File: config.mk
export PLATFORM = sky130hd
export DESIGN_NAME = ecframe_decoder
export DESIGN_NICKNAME = d
export VERILOG_FILES = /design/src/rtl/ecf_pkg.sv /design/src/rtl/ecf_window.sv /design/src/rtl/ecf_lock_fsm.sv /design/src/rtl/ecf_unpack.sv /design/src/rtl/ecframe_decoder.sv
export SDC_FILE = /design/constraint.sdc
export NUM_CORES = 1
export LEC_CHECK = 0
export ABC_AREA = 1
export BUFFER_PORTS_ARGS = -buffer_cell sky130_fd_sc_hd__buf_2
export CORE_MARGIN = 5
export CORE_UTILIZATION = 60
export CTS_CLUSTER_DIAMETER = 30
export DETAILED_ROUTE_END_ITERATION = 16
export PLACE_DENSITY = 0.91
export SLEW_MARGIN = 25
export SYNTH_ARGS = -nofsm -noshare
export SYNTH_HDL_FRONTEND = slang
export SYNTH_SLANG_ARGS = --single-unit
File: constraint.sdc
create_clock -name clk -period 3.7 [get_ports clk]
set_input_delay 0.37 -clock clk [delete_from_list [all_inputs] [get_ports clk]]
set_output_delay 0.37 -clock clk [all_outputs]
set_load 0.03 [all_outputs]
File: src/rtl/ecf_pkg.sv
package ecf_pkg;

  typedef enum logic {
    ECF_HUNT  = 1'b0,
    ECF_TRACK = 1'b1
  } ecf_mode_e;

  // A boundary is credible when the leading clock bit is high and the
  // trailing clock bit is low.
  function automatic logic clock_bits_ok(input logic lead, input logic trail);
    return lead & ~trail;
  endfunction

endpackage

File: src/rtl/ecf_window.sv
module ecf_window #(
  parameter int FRAME_LEN = 28
) (
  input  logic                 clk,
  input  logic                 rst,
  input  logic                 bit_in,
  input  logic                 hold,
  output logic [FRAME_LEN-1:0] frame,
  output logic                 at_edge
);
  localparam int CW = $clog2(FRAME_LEN);
  localparam logic [CW-1:0] LAST = CW'(FRAME_LEN - 1);

  logic [CW-1:0] pos_q;

  // Newest bit enters at index 0, so the first bit of a frame ends at the top.
  always_ff @(posedge clk) begin
    if (rst) begin
      frame <= '0;
      pos_q <= '0;
    end else begin
      frame <= {frame[FRAME_LEN-2:0], bit_in};
      if (!hold) begin
        pos_q <= (pos_q == LAST) ? '0 : pos_q + CW'(1);
      end
    end
  end

  assign at_edge = (pos_q == LAST);


  slip_only_on_edge_chk: assert property (@(posedge clk) disable iff (rst)
    hold |-> at_edge);


  slip_rechecks_next_chk: assert property (@(posedge clk) disable iff (rst)
    hold |=> at_edge);


  edge_not_repeated_chk: assert property (@(posedge clk) disable iff (rst)
    (at_edge && !hold) |=> !at_edge);

endmodule

File: src/rtl/ecf_lock_fsm.sv
module ecf_lock_fsm
  import ecf_pkg::*;
#(
  parameter int LOCK_FRAMES   = 8,
  parameter int UNLOCK_MISSES = 4
) (
  input  logic clk,
  input  logic rst,
  input  logic at_edge,
  input  logic clk_ok,
  output logic hold,
  output logic locked,
  output logic lock_next,
  output logic gain_ev,
  output logic drop_ev
);
  localparam int AW = $clog2(LOCK_FRAMES + 1);
  localparam int MW = $clog2(UNLOCK_MISSES + 1);
  localparam logic [AW-1:0] AGREE_LAST = AW'(LOCK_FRAMES - 1);
  localparam logic [MW-1:0] MISS_LAST  = MW'(UNLOCK_MISSES - 1);

  ecf_mode_e     mode_q;
  logic [AW-1:0] agree_q;
  logic [MW-1:0] miss_q;
  logic          pass_ev;
  logic          fail_ev;

  assign pass_ev   = at_edge && clk_ok;
  assign fail_ev   = at_edge && !clk_ok;
  assign gain_ev   = (mode_q == ECF_HUNT)  && pass_ev && (agree_q == AGREE_LAST);
  assign drop_ev   = (mode_q == ECF_TRACK) && fail_ev && (miss_q == MISS_LAST);
  assign hold      = ((mode_q == ECF_HUNT) && fail_ev) || drop_ev;
  assign locked    = (mode_q == ECF_TRACK);
  assign lock_next = ((mode_q == ECF_TRACK) && !drop_ev) || gain_ev;

  always_ff @(posedge clk) begin
    if (rst) begin
      mode_q  <= ECF_HUNT;
      agree_q <= '0;
      miss_q  <= '0;
    end else if (mode_q == ECF_HUNT) begin
      if (fail_ev) begin
        agree_q <= '0;
      end else if (gain_ev) begin
        mode_q  <= ECF_TRACK;
        agree_q <= '0;
        miss_q  <= '0;
      end else if (pass_ev) begin
        agree_q <= agree_q + AW'(1);
      end
    end else begin
      if (pass_ev) begin
        miss_q <= '0;
      end else if (drop_ev) begin
        mode_q  <= ECF_HUNT;
        miss_q  <= '0;
        agree_q <= '0;
      end else if (fail_ev) begin
        miss_q <= miss_q + MW'(1);
      end
    end
  end


  lock_rises_on_pass_chk: assert property (@(posedge clk) disable iff (rst)
    $rose(locked) |-> $past(at_edge && clk_ok));


  lock_falls_on_fault_chk: assert property (@(posedge clk) disable iff (rst)
    $fell(locked) |-> $past(at_edge && !clk_ok));


  lock_kept_on_pass_chk: assert property (@(posedge clk) disable iff (rst)
    (locked && at_edge && clk_ok) |=> locked);


  lock_kept_off_edge_chk: assert property (@(posedge clk) disable iff (rst)
    (locked && !at_edge) |=> locked);

endmodule

File: src/rtl/ecf_unpack.sv
module ecf_unpack #(
  parameter int PAYLOAD_W = 24
) (
  input  logic                  clk,
  input  logic                  rst,
  input  logic [PAYLOAD_W+1:0]  body,
  input  logic                  deliver,
  output logic [PAYLOAD_W-1:0]  data,
  output logic                  valid,
  output logic                  err,
  output logic                  parity_bad
);
  localparam int BW   = PAYLOAD_W + 2;
  localparam int HALF = PAYLOAD_W / 2;
  localparam int PAR_IDX = BW - 1 - HALF;
  localparam int INV_IDX = BW - 2 - HALF;

  // Body is the frame without its clock bits; the first arrival sits at BW-1.
  function automatic logic [PAYLOAD_W-1:0] gather_payload(input logic [BW-1:0] b);
    logic [PAYLOAD_W-1:0] p;
    for (int i = 0; i < PAYLOAD_W; i++) begin
      if (i < HALF) p[i] = b[BW - 1 - i];
      else          p[i] = b[BW - 3 - i];
    end
    return p;
  endfunction

  function automatic logic odd_ones(input logic [PAYLOAD_W-1:0] p,
                                    input logic inv, input logic par);
    return ^{p, inv, par};
  endfunction

  function automatic logic [PAYLOAD_W-1:0] restore(input logic [PAYLOAD_W-1:0] p,
                                                   input logic inv);
    return p ^ {PAYLOAD_W{inv}};
  endfunction

  logic [PAYLOAD_W-1:0] wire_bits;
  logic                 inv_bit;
  logic                 par_bit;

  assign wire_bits  = gather_payload(body);
  assign inv_bit    = body[INV_IDX];
  assign par_bit    = body[PAR_IDX];
  assign parity_bad = odd_ones(wire_bits, inv_bit, par_bit);

  always_ff @(posedge clk) begin
    if (rst) begin
      data  <= '0;
      valid <= 1'b0;
      err   <= 1'b0;
    end else begin
      valid <= deliver;
      err   <= deliver && parity_bad;
      if (deliver) data <= restore(wire_bits, inv_bit);
    end
  end


  valid_single_cycle_chk: assert property (@(posedge clk) disable iff (rst)
    valid |=> !valid);


  err_with_valid_chk: assert property (@(posedge clk) disable iff (rst)
    err |-> valid);


  data_held_chk: assert property (@(posedge clk) disable iff (rst)
    !valid |-> $stable(data));

endmodule

File: src/rtl/ecframe_decoder.sv
module ecframe_decoder
  import ecf_pkg::*;
#(
  parameter int PAYLOAD_W     = 24,
  parameter int LOCK_FRAMES   = 8,
  parameter int UNLOCK_MISSES = 4
) (
  input  logic                 clk,
  input  logic                 rst,
  input  logic                 serial_in,
  output logic [PAYLOAD_W-1:0] pixel_data,
  output logic                 pixel_valid,
  output logic                 link_locked,
  output logic                 frame_error
);
  localparam int FRAME_LEN = PAYLOAD_W + 4;

  logic [FRAME_LEN-1:0] frame;
  logic                 at_edge;
  logic                 hold;
  logic                 clk_ok;
  logic                 lock_next;
  logic                 gain_ev;
  logic                 drop_ev;
  logic                 deliver;
  logic                 parity_bad;

  ecf_window #(.FRAME_LEN(FRAME_LEN)) u_window (
    .clk     (clk),
    .rst     (rst),
    .bit_in  (serial_in),
    .hold    (hold),
    .frame   (frame),
    .at_edge (at_edge)
  );

  assign clk_ok = clock_bits_ok(frame[FRAME_LEN-1], frame[0]);

  ecf_lock_fsm #(
    .LOCK_FRAMES   (LOCK_FRAMES),
    .UNLOCK_MISSES (UNLOCK_MISSES)
  ) u_lock (
    .clk       (clk),
    .rst       (rst),
    .at_edge   (at_edge),
    .clk_ok    (clk_ok),
    .hold      (hold),
    .locked    (link_locked),
    .lock_next (lock_next),
    .gain_ev   (gain_ev),
    .drop_ev   (drop_ev)
  );

  assign deliver = at_edge && lock_next;

  ecf_unpack #(.PAYLOAD_W(PAYLOAD_W)) u_unpack (
    .clk        (clk),
    .rst        (rst),
    .body       (frame[FRAME_LEN-2:1]),
    .deliver    (deliver),
    .data       (pixel_data),
    .valid      (pixel_valid),
    .err        (frame_error),
    .parity_bad (parity_bad)
  );


  valid_needs_lock_chk: assert property (@(posedge clk) disable iff (rst)
    pixel_valid |-> link_locked);


  no_delivery_on_drop_chk: assert property (@(posedge clk) disable iff (rst)
    drop_ev |=> !pixel_valid);


  delivery_on_gain_chk: assert property (@(posedge clk) disable iff (rst)
    gain_ev |=> (pixel_valid && link_locked));

endmodule

[Word level (Yosys, flattened, before mapping)]
Index checks and enable logic that the tools add are counted.
Storage, ports and cells
  flip-flop bits (word level): 67
  logic and storage cells: 59
  output and inout bits: 27
Operators by class
  muxes and demuxes: 18
  reduce and logical (&&, ||, !) cells: 19
  bitwise operators: 4
  equality and inequality tests: 7
  add/sub/neg operators: 3
Operators by type and width (count)
  $reduce_xor A26 Y1: 1
  $mux W4: 6
  $xor A24 B24 Y24: 1
  $mux W3: 6
  $logic_and A1 B1 Y1: 10
  $reduce_and A3 Y1: 2
  $add A5 B1 Y5 const B: 1
  $eq A5 B5 Y1 const B: 1
  $mux W1: 5
  $mux W5: 1
  $add A4 B1 Y4 const B: 1
  $eq A4 B3 Y1 const B: 1
  $ne A2 B1 Y1 const B: 2
  $ne A4 B3 Y1 const B: 1
  $reduce_bool A4 Y1: 1
  $add A3 B1 Y3 const B: 1
  $eq A3 B2 Y1 const B: 1
  $logic_not A1 Y1: 2
  $logic_or A1 B1 Y1: 2
  $ne A2 B2 Y1 const B: 1
  $not A1 Y1: 2
  $reduce_bool A2 Y1: 1
  $and A1 B1 Y1: 1

[Logic depth before layout (Yosys ltp)]
Gate-level depths: netlist of the first run.
  depth after elaboration: 11
  gate-level depth with buffers: 13
  depth with buffers taken out: 13

[Cells and area by module]
A second synthesis of the first run with hierarchy kept.
Unflattened totals
  cells, all modules: 478
  area, all modules: 3240.6 µm²
By module, submodules not included
  ecf_unpack: cells an instance 276, sequential area each 520.5 µm², area each 1669.1 µm², instances 1
  ecf_window: cells an instance 125, sequential area each 660.6 µm², area each 1069.8 µm², instances 1
  ecf_lock_fsm: cells an instance 73, sequential area each 160.2 µm², area each 484.2 µm², instances 1
  ecframe_decoder: cells an instance 4, sequential area each 0.0 µm², area each 17.5 µm², instances 1

[Worst setup path after synthesis of the first run]
Ideal clock, no wire load.
  path kind: flip-flop to flip-flop
  start: register u_window.pos_q[0]
  end: register u_unpack.data[10]
  slack: 2.083 ns
  required time: 3.582 ns
  stages on the path, launching flop included: 9
  arrival: 1.498 ns
  buffers on the path: 2
  setup time: 0.118 ns
  cells stage by stage: dfxtp_1 > ha_1 > nand4_4 > clkinv_4 > nand3_4 > a21oi_4 > buf_8 > buf_12 > a21oi_2
On the way
  word-level cells in the longest chain between the ends: 8
  elaborated cells between the ends (all ways): 11
  classes of those cells: eq/ne (1); reduce/logical (10)
Ends and longest elaborated chain
  start, declared: RTL line ecf_window.sv:14  | logic [CW-1:0] pos_q;
  start signal, assigned: RTL line ecf_window.sv:24  | pos_q <= (pos_q == LAST) ? '0 : pos_q + CW'(1);
  $eq A5 B5 Y1 (*): RTL line ecf_window.sv:29  | assign at_edge = (pos_q == LAST);
  $logic_and A1 B1 Y1: RTL line ecf_lock_fsm.sv:29  | assign fail_ev = at_edge && !clk_ok;
  $logic_and A1 B1 Y1 (2 in a row): RTL line ecf_lock_fsm.sv:31  | assign drop_ev = (mode_q == ECF_TRACK) && fail_ev && (miss_q == MISS_LAST);
  $logic_not A1 Y1: RTL line ecf_lock_fsm.sv:34  | assign lock_next = ((mode_q == ECF_TRACK) && !drop_ev) || gain_ev;
  $logic_and A1 B1 Y1: RTL line ecf_lock_fsm.sv:34
  $logic_or A1 B1 Y1: RTL line ecf_lock_fsm.sv:34
  $logic_and A1 B1 Y1 (*): RTL line ecframe_decoder.sv:54  | assign deliver = at_edge && lock_next;
  end signal, assigned: RTL line ecf_unpack.sv:55  | if (deliver) data <= restore(wire_bits, inv_bit);
  end, declared: RTL line ecf_unpack.sv:8  | output logic [PAYLOAD_W-1:0] data,
Every way passes the cells marked *; elsewhere a longest branch is shown, timed or not.
A chain may end at the register's enable or synchronous reset.

[Worst setup path after layout of the first run]
  start: register u_window.pos_q[0]
  end: register u_unpack.data[23]
The elaborated chain is that of the path after synthesis.

==> results of run 1 <==
==> final cells by class <==
type                    count  area, µm²  share of cell area (%)
flip-flops and latches     67       1340                    38.8
well taps                  70       87.6                    2.54
clock inverters             2       35.0                    1.01
repair buffers             32        168                    4.86
multi-input cells         264       1470                    42.6
clock buffers              14        153                    4.42
inverters                  51        196                    5.69
==> layout by cell type (no fill, tap or decap), drive strengths merged, types with 3 or more instances in the layout <==
cell type  instances
nand2             98
dfxtp             67
inv               50
nor2              44
a21oi             37
buf               32
o21ai             30
xnor2             29
clkbuf            14
nand3              8
xor2               7
ha                 3
nand4              3
nor3               3
==> power by group <==
part / leakage [nW] / internal [mW] / switching, mW
clock: 0.0947 / 0.330 / 0.259
combinational: 0.857 / 0.00836 / 0.0211
sequential: 0.541 / 0.726 / 0.00425
total: 1.49 / 1.06 / 0.284
==> worst min path at each step <==
stage,depth (start not counted),endpoint,slack [ns],startpoint
after detailed placement,2,u_lock.miss_q[2],0.44,u_lock.miss_q[2]
after floorplan,2,u_window.frame[1],0.41,u_window.frame[0]
after global routing,3,u_window.frame[0],0.24,serial_in
after global placement,2,u_lock.miss_q[2],0.43,u_lock.miss_q[2]
after CTS,3,u_window.frame[0],0.23,serial_in
final,3,u_window.frame[0],0.23,serial_in
==> per-stage QoR <==
stage               cell area [µm²]  utilization [%]  total power, mW
floorplan                      3130                -            0.768
global placement               3270             64.3            0.772
detailed placement             3270             64.3            0.774
CTS                            3450             68.0             1.35
global route                   3450             68.0             1.39
finish                         3450             68.0             1.35
==> routing by layer <==
| layer | vias to the layer above | track usage [%] | share of wire, % | wire (µm) |
|---|---|---|---|---|
| met5 | - | 0 | 0 | 0 |
| met4 | 0 | 10.6 | 2.5 | 153 |
| met3 | 18 | 5.31 | 3.9 | 239 |
| met2 | 55 | 34.7 | 51 | 3100 |
| met1 | 1166 | 22.5 | 43 | 2620 |
| li1 | 1288 | - | - | - |
==> worst min-delay path, stage by stage <==
cell and delay [ns]:
buf_2 0.07, inv_1 0.03, nor2_1 0.06
==> Yosys cell counts <==
master     n  area [µm²]
a21oi_1   12        60.1
a21oi_2   24         210
a21oi_4    1        16.3
a221oi_1   1        8.76
buf_1      1        3.75
buf_12     2        40.0
buf_2      3        15.0
buf_6      2        22.5
buf_8      1        15.0
clkbuf_1   5        18.8
clkbuf_2   1        5.00
clkinv_4   1        8.76
dfxtp_1   67        1340
ha_1       3        37.5
inv_1     50         188
nand2_1   98         368
nand3_1    7        35.0
nand3_4    1        17.5
nand3b_1   1        7.51
nand4_1    2        12.5
nand4_4    1        21.3
nor2_1    43         161
nor2_2     1        6.26
nor3_1     2        10.0
nor3_4     1        16.3
o21ai_0    4        20.0
o21ai_1   21         105
o21ai_2    5        43.8
xnor2_1   29         254
xor2_1     7        61.3
==> cells by family (layout without fill, tap and decap cells) <==
group	after synthesis	in the layout	share of synthesized area [%]
flops	67	67	42.8
compound gates	68	68	14.8
buf+inv	66	99	10.1
fa+ha+maj	3	3	1.20
simple gates	157	157	20.9
xor+xnor	36	36	10.1
==> flip-flops by register name, indices dropped and copies added (netlist names) <==
name	cells
u_unpack.data	24
u_lock.agree_q	4
u_window.frame	28
u_window.pos_q	5
u_lock.locked	1
u_unpack.valid	1
u_unpack.err	1
u_lock.miss_q	3
==> results.md, run 1 <==
* Placer Congestion at between 0.7 and 0.8
* Netlist cell types at 30
* Peak supply drop at between 200 and 300 µV
* Finished Layout Cells at 500
* CTS buffer count at 9
* Data arrival, critical path at around 2.8 ns
* Final Setup Violations at 0
* CP Data Required Time at 3.97 ns
* Initial DRC count at about 170
* FF+latch count, synth at 67
* R2R depth at 8
* Clock Path Buffers at 2
* Largest net degree at the start of global routing at 36
* Area of the core at approximately 0.0051 mm²
* Setup crit end: u_unpack.data[23]
* WS Path Type: flop to flop
* Cell area power density at approximately 390 mW/mm²
* Overall Global Routing Usage at 20.1%
* Mean Syn Cell Area at 7.89 µm²
* FP Rows at 26
* Skew final at roughly 0.0055 ns
* Initial Utilization at approximately three fifths
* Share of cells above drive strength 1 at a little under a fifth
* Port-buffer cells at 29
* Critical path depth at 8
* Hold_buf cts at 0
* Worst slack, placed at roughly 1.2 ns
* Final wirelength at just over 6000 µm
* Dpl hpwl at around 4200 µm
* DP Cell Count at around 480
* Unrepaired setup endpoints after global routing: no
* Sink Count at 67
* Hold_ws at about 0.23 ns
* Startpoint type of the worst setup path: flop
* # IOs at 30
* Final worst path period share at 69.5%
* Reg-to-reg endpoint: u_unpack.data[23]
* Mapped Cells at 397
* Via density at around 5.1
* RR Startpoint: u_window.pos_q[0]
* Part of the Yosys area used for sequential elements at between 40% and 50%
* Min cycle time layout at 2.57 ns
* Outcome: finished, final reports clean
* Synth warn at 0
* Max stage delay on crit path at 0.75 ns
* Fill cell total of the finished layout at 392
* Ant diodes at 0
* DRT Pass-1 Iters at 4
* Max Cap Viol at 0
* Vias in the first global route at 2471
* Leakage at approximately 1.5 nW
* ANT nets after route at 0
* First-pass GRT wire length at ~10000 µm
* Slew HR at around two fifths
* CTS clk-pin slew, worst paths at 0.06 ns
* CTS root buffer: clkbuf_8
* FMAX at between 300 and 400 MHz
* Post-Syn Nets at 403
* Final Max Slew Viols at 0
* Routed length per instance at approximately 12 µm
* Crit-path leading delay family: compound AO/OA/AOI/OAI gates
* Die X at just over 80 µm
* Die footprint at 0.00676 mm²
* DRC Markers at 0
* CP bufs+invs at 2
* Critical path origin: u_window.pos_q[0]
* Setup TNS Final at 0 ns
* Post-CTS resize count at 0
* Critical path, cell by cell: ha_1 > nand4_4 > clkinv_4 > nand3_4 > a21oi_4 > buf_4 > o21ai_1 > a21oi_2
* DR vias at between 2000 and 3000
* Mapped cell area at between 0.003 and 0.004 mm²
* H-tree depth at 3
* Final WS setup at between 1 and 1.5 ns
* Worst Hold Class: input port to flop
* R2R setup slack at between 1 and 1.5 ns
* Worst-Margin Slew at 0.923 ns
* Post-CTS setup buffers at 0
* CTS tree: yes
* GRT overflow at 0
* Crit end category: flop
* Final Hold Fails at 0
* Latest clock arrival within the worst-skew pair at about 0.34 ns
* Critical Path Fanout Max at 30
* CP max-delay cell: a21oi_4
* Die Y at around 82 µm
* Fin nets at approximately 430
* Synth-to-layout area growth at 10.3%
* Initial antenna violation count at 0
(Power assumes the default switching activity.)
==> inputs of run 2 (changes only) <==
Settings changed: ABC_AREA 1 to 0, CORE_UTILIZATION 60 to 57, PLACE_DENSITY 0.91 to 0.88.
Clock period 3.7 ns to 2.7 ns, I/O delays scaled along.
==> run 2 against run 1 <==
Effect of this change: count of clock-buffer cells in the layout is 3 lower; total power grew 37%; sequential cell count is the same; global-route usage shrank 2.8 points; synthesized cell count decreased by 32%; combinational power rose by 33%; design area fell by 10%; sequential power increased by 37%; non-clock buffer count up 1.
==> results.md, run 2 <==
* Min cycle time layout at just over 2 ns
* Port-buffer cells at 29
* Most common library cells after synthesis: 67 x dfxtp_1, 41 x xnor2_1, 35 x nor2_1, 28 x nor2b_1, 26 x a211oi_1
* CTS clk-pin slew, worst paths at approximately 0.07 ns
* Area of the core at 0.00466 mm²
* First-pass GRT wire length at 8260 µm
* Die Y at slightly below 80 µm
* Largest Register: u_window.frame
* ANT nets after route at 0
* Top post-synthesis cells by area: dfxtp_1 49%, xnor2_1 13%, a211oi_1 7.2%
* Final Hold Fails at 0
* Post-Syn Nets at approximately 280
* Final Max Slew Viols at 0
* Clock Path Buffers at 2
* DP Cell Count at roughly 340
* Fill cell total of the finished layout at between 300 and 400
* CTS tree: yes
* Max Cap Viol at 0
* Dpl hpwl at 3140 µm
* Placer Congestion at 0.791
* Design area at approximately 0.0031 mm²
* Outcome: finished, final reports clean
* Cell area power density at 594 mW/mm²
* R2R setup slack at ~0.64 ns
* Data arrival, critical path at roughly 2.3 ns
* Synth-to-layout area growth at 14.4%
* Worst-Margin Slew at 0.587 ns
* Latest clock arrival within the worst-skew pair at between 0.3 and 0.4 ns
* Slew HR at between 60% and 70%
* FFs w/ async S/R, synth at 0%
* Initial antenna violation count at 0
* Final Setup Violations at 0
* Routed length per instance at roughly 14 µm
* Synth top area share at approximately 50%
* Mapped cell area at about 0.0027 mm²
* Post-CTS setup buffers at 0
* Biggest regs: u_window.frame: 28 flops, u_unpack.data: 24 flops, u_window.pos_q: 5 flops
* Cell Area, Placed at a little under 0.003 mm²
* Final WS setup at around 0.64 ns
* FP Rows at 25
* Via density at about 5.5
* Mapped Cells at between 200 and 300
* DRC Markers at 0
* Most frequent cell after synthesis: dfxtp_1
* GRT overflow at 0
* Unrepaired setup endpoints after global routing: no
* Die X at 79.0 µm
* DRT Pass-1 Iters at 5
* Peak supply drop at 351 µV
* CTS buffer count at 9
* Largest net degree at the start of global routing at 37
* Max FFs per register at 28
* Final worst path period share at roughly three quarters
* FF+latch count, synth at 67
* DR vias at ~1900
* CP bufs+invs at 1
* Ant diodes at 0
* Worst Hold Class: input port to flop
* Area leader, netlist: dfxtp_1
* Vias in the first global route at 1824
* Total power at about 1.8 mW
* WS Path Type: flop to flop
* CTS root buffer: clkbuf_8
* Commonest cells after routing, fill and taps aside: 67 x dfxtp_1, 41 x xnor2_1, 35 x nor2_1, 29 x buf_2, 28 x nor2b_1
* Crit end category: flop
* Skew final at 0.00767 ns
* Multi-input gate area at approximately 0.0013 mm²
* Synth warn at 0
* Reg area at around 0.0013 mm²
* Overall Global Routing Usage at between 15 and 20%
* Critical Path Fanout Max at 36
* FMAX at between 400 and 500 MHz
* Worst slack, placed at ~0.7 ns
* Initial DRC count at a little over 100
* Critical path, cell by cell: ha_1 > and3b_1 > nand2_1 > a21oi_4 > buf_12 > nor2_1 > a211oi_1
* Die footprint at 0.00623 mm²
* Initial Utilization at 58.1%
* CP Data Required Time at roughly 2.9 ns
* Startpoint type of the worst setup path: flop
* Part of the Yosys area used for sequential elements at approximately half
* CP max-delay cell: dfxtp_1
* Sink Count at 67
* Most used DFF post-synth: dfxtp_1
* Final wirelength at between 4000 and 5000 µm
* Finished Layout Cells at 357
* Post-CTS resize count at 0
* Hold_ws at between 0.1 and 0.15 ns
* Max stage delay on crit path at 0.40 ns
* # IOs at 30
* Commonest non-fill, non-tap cell in the layout: dfxtp_1
* H-tree depth at 3
* Mean Syn Cell Area at around 10 µm²
* Crit-path leading delay family: compound AO/OA/AOI/OAI gates
* Post-synth EDFFs at 0
* Util after Layout at 66.5%
* Leakage at approximately 1.1 nW
* Hold_buf cts at 0
* Setup TNS Final at 0 ns
* Netlist cell types at 34
* Share of cells above drive strength 1 at 18.5%
* Fin nets at 304
[run 2: changes by cell type after synthesis, sizes merged, moves of 6 or more]
| cell | change |
|---|---|
| nand2 | -91 |
| nor2b | +30 |
| a21oi | -30 |
| o21ai | -23 |
| inv | -49 |
| nor2 | -9 |
| xor2 | -6 |
| a211oi | +26 |
| xnor2 | +14 |
[run 2: cell families after synthesis]
group           share of synthesized area (%)
simple gates                             17.9
fa+ha+maj                                1.39
xor+xnor                                 16.4
compound gates                           11.1
flops                                    49.5
buf+inv                                  2.59
mux                                      1.15
[run 2: final timing paths]
kind                                          from  cells after the start                  to
worst min register to register  u_window.frame[14]                      1  u_window.frame[15]
worst max register to register   u_lock.agree_q[0]                      7    u_unpack.data[0]
worst max-delay path             u_lock.agree_q[0]                      7    u_unpack.data[0]
worst min-delay path                     serial_in                      2   u_window.frame[0]
[run 2: cell type report]
cell class | count | share of cell area (%)
Sequential cell | 67 | 43.3
Multi-Input combinational cell | 186 | 42.1
Timing Repair Buffer | 33 | 6.05
Clock buffer | 11 | 4.56
Tap cell | 54 | 2.18
Clock inverter | 5 | 1.69
Inverter | 1 | 0.121
[run 2: metal layers]
metal,vias to the layer above,track usage [%],wire length [µm]
met1,895,20.5,2100
met2,61,27.5,2320
met5,-,0,0
met3,20,4.54,244
met4,0,11.9,191
li1,971,-,-
[run 2: worst reg2reg max path: cells and delay by family (launching register included)]
family                   cells  cell delay (ns)
buffers and inverters        1             0.25
flip-flops                   1             0.40
AND/OR/NAND/NOR              3             0.41
adder cells (fa/ha/maj)      1             0.27
AO/OA/AOI/OAI                2             0.64
[run 2: report_power, final]
group	internal, mW	switching, mW
sequential	0.994	0.00660
combinational	0.0166	0.0226
clock	0.447	0.354
total	1.46	0.384
==> inputs of run 3 (changes only) <==
Settings changed: CORE_UTILIZATION 57 to 52, PLACE_DENSITY 0.88 to 0.85.
Clock period 2.7 ns to 1.7 ns, I/O delays scaled along.
==> run 3 against run 2 <==
Effect of this change: the flow now finishes with violations (negative setup slack); largest cell class is now multi-input gates; utilization up 1.0 points; global-route usage down 0.39 points; die area up 8.4%; critical path depth up 1; cell count up 8.1%; sequential power up 59%.
==> results.md, run 3 (same netlist as run 2, synthesis figures left out) <==
* Final Hold Fails at 0
* Largest Register: u_window.frame
* Largest net degree at the start of global routing at 36
* Initial antenna violation count at 0
* FP Rows at 26
* Fill cell total of the finished layout at between 300 and 400
* Design area at between 0.003 and 0.004 mm²
* Final Max Slew Viols at 0
* Placer Congestion at 0.869
* Finished Layout Cells at about 390
* DR vias at approximately 2100
* Final worst path period share at 102%
* Slew HR at a little over 70%
* Max Cap Viol at 0
* Latest clock arrival within the worst-skew pair at around 0.34 ns
* WS Path Type: flop to flop
* Die Y at ~80 µm
* CTS clk-pin slew, worst paths at 0.07 ns
* Outcome: finished with violations
* Critical path, cell by cell: ha_2 > and3b_2 > nand2_2 > a21oi_4 > buf_4 > clkbuf_16 > nor2_1 > a211oi_1
* Final Setup Violations at 1
* CP max-delay cell: dfxtp_2
* Synth-to-layout area growth at 26.5%
* Setup TNS Final at -0.0354 ns
* Commonest non-fill, non-tap cell in the layout: dfxtp_1
* Share of cells above drive strength 1 at between 20% and 30%
* DRT Pass-1 Iters at 4
* Final wirelength at 6160 µm
* Unrepaired setup endpoints after global routing: yes
* CTS buffer count at 9
* Skew final at 0.00835 ns
* Min cycle time layout at approximately 1.7 ns
* Max FFs per register at 28
* H-tree depth at 3
* Crit-path leading delay family: compound AO/OA/AOI/OAI gates
* Worst Hold Class: input port to flop
* Cell area power density at 865 mW/mm²
* Port-buffer cells at 29
* Startpoint type of the worst setup path: flop
* Ant diodes at 0
* Clock Path Buffers at 2
* Leakage at 1.24 nW
* Fin nets at between 300 and 400
* Die footprint at 0.00676 mm²
* Hold_ws at roughly 0.042 ns
* Initial Utilization at a little over half
* CTS tree: yes
* CP Data Required Time at between 1.5 and 2 ns
* FMAX at a little under 600 MHz
* Worst-Margin Slew at a little over 0.4 ns
* DRC Markers at 0
* Initial DRC count at around 160
* Crit end category: flop
* Die X at between 80 and 90 µm
* Critical Path Fanout Max at 9
* Sink Count at 67
* Vias in the first global route at around 1800
* CP bufs+invs at 2
* Biggest regs: u_window.frame: 28 flops, u_unpack.data: 24 flops, u_window.pos_q: 5 flops
* Dpl hpwl at 3440 µm
* Worst slack, placed at 0.0493 ns
* Failing checks: negative setup slack
* R2R setup slack at -0.04 ns
* Via density at roughly 5.3
* First-pass GRT wire length at between 8000 and 9000 µm
* Cell Area, Placed at 0.00296 mm²
* Data arrival, critical path at 1.99 ns
* Final WS setup at -0.0354 ns
* Routed length per instance at between 15 and 20 µm
* CTS root buffer: clkbuf_8
* Peak supply drop at ~520 µV
* ANT nets after route at 0
* Area of the core at ~0.0051 mm²
* Max stage delay on crit path at 0.35 ns
* # IOs at 30
* GRT overflow at 0
* Commonest cells after routing, fill and taps aside: 63 x dfxtp_1, 41 x xnor2_1, 35 x nor2_1, 29 x buf_2, 28 x nor2b_1
* Overall Global Routing Usage at 17.0%
* DP Cell Count at approximately 360
## run 3: layout make-up
class                      instances  area (µm²)  area share (%)
tap                               70        87.6            2.56
clock buffer                      11         141            4.13
multi-input combinational        186        1420            41.5
inverter                           1        3.75           0.110
clock inverter                     5        52.6            1.53
sequential                        67        1350            39.4
timing repair buffer              46         370            10.8
## run 3: per-layer routing
| layer | vias to the layer above | share of wire [%] | GRT usage [%] |
|---|---|---|---|
| met3 | 17 | 3.2 | 4.56 |
| met1 | 997 | 43 | 20.6 |
| met5 | - | 0 | 0 |
| li1 | 991 | - | - |
| met2 | 50 | 50 | 26.0 |
| met4 | 0 | 3.6 | 11.8 |
## run 3: power breakdown
group | switching [mW] | internal, mW | leakage (nW)
Combinational | 0.0418 | 0.0319 | 0.602
Clock | 0.591 | 0.710 | 0.0991
Sequential | 0.0135 | 1.58 | 0.543
## run 3: path summary, 6_finish.rpt
kind	depth (start not counted)	startpoint	endpoint
worst min register to register	1	u_lock.miss_q[2]	u_lock.miss_q[2]
worst min-delay path	2	serial_in	u_window.frame[0]
worst max-delay path	8	u_lock.agree_q[1]	u_unpack.data[10]
worst max register to register	8	u_lock.agree_q[1]	u_unpack.data[10]
## run 3: worst reg2reg max path, stage by stage (launching register included)
cell and delay [ns]:
dfxtp_2 0.35, ha_2 0.17, and3b_2 0.19, nand2_2 0.08, a21oi_4 0.21, buf_4 0.17
clkbuf_16 0.16, nor2_1 0.06, a211oi_1 0.25
## run 3: repair_timing
action                                  CTS  global route
buffers inserted                          0             5
hold buffers                              0             0
gates resized for setup                   0            30
endpoints found under the setup margin    0            34
## run 3: metrics by stage
stage	total power, mW	util [%]
after floorplan	1.67	-
after detailed placement	1.69	58.4
final	2.96	67.5
after global routing	3.05	67.5
after global placement	1.69	58.4
after CTS	2.96	62.2
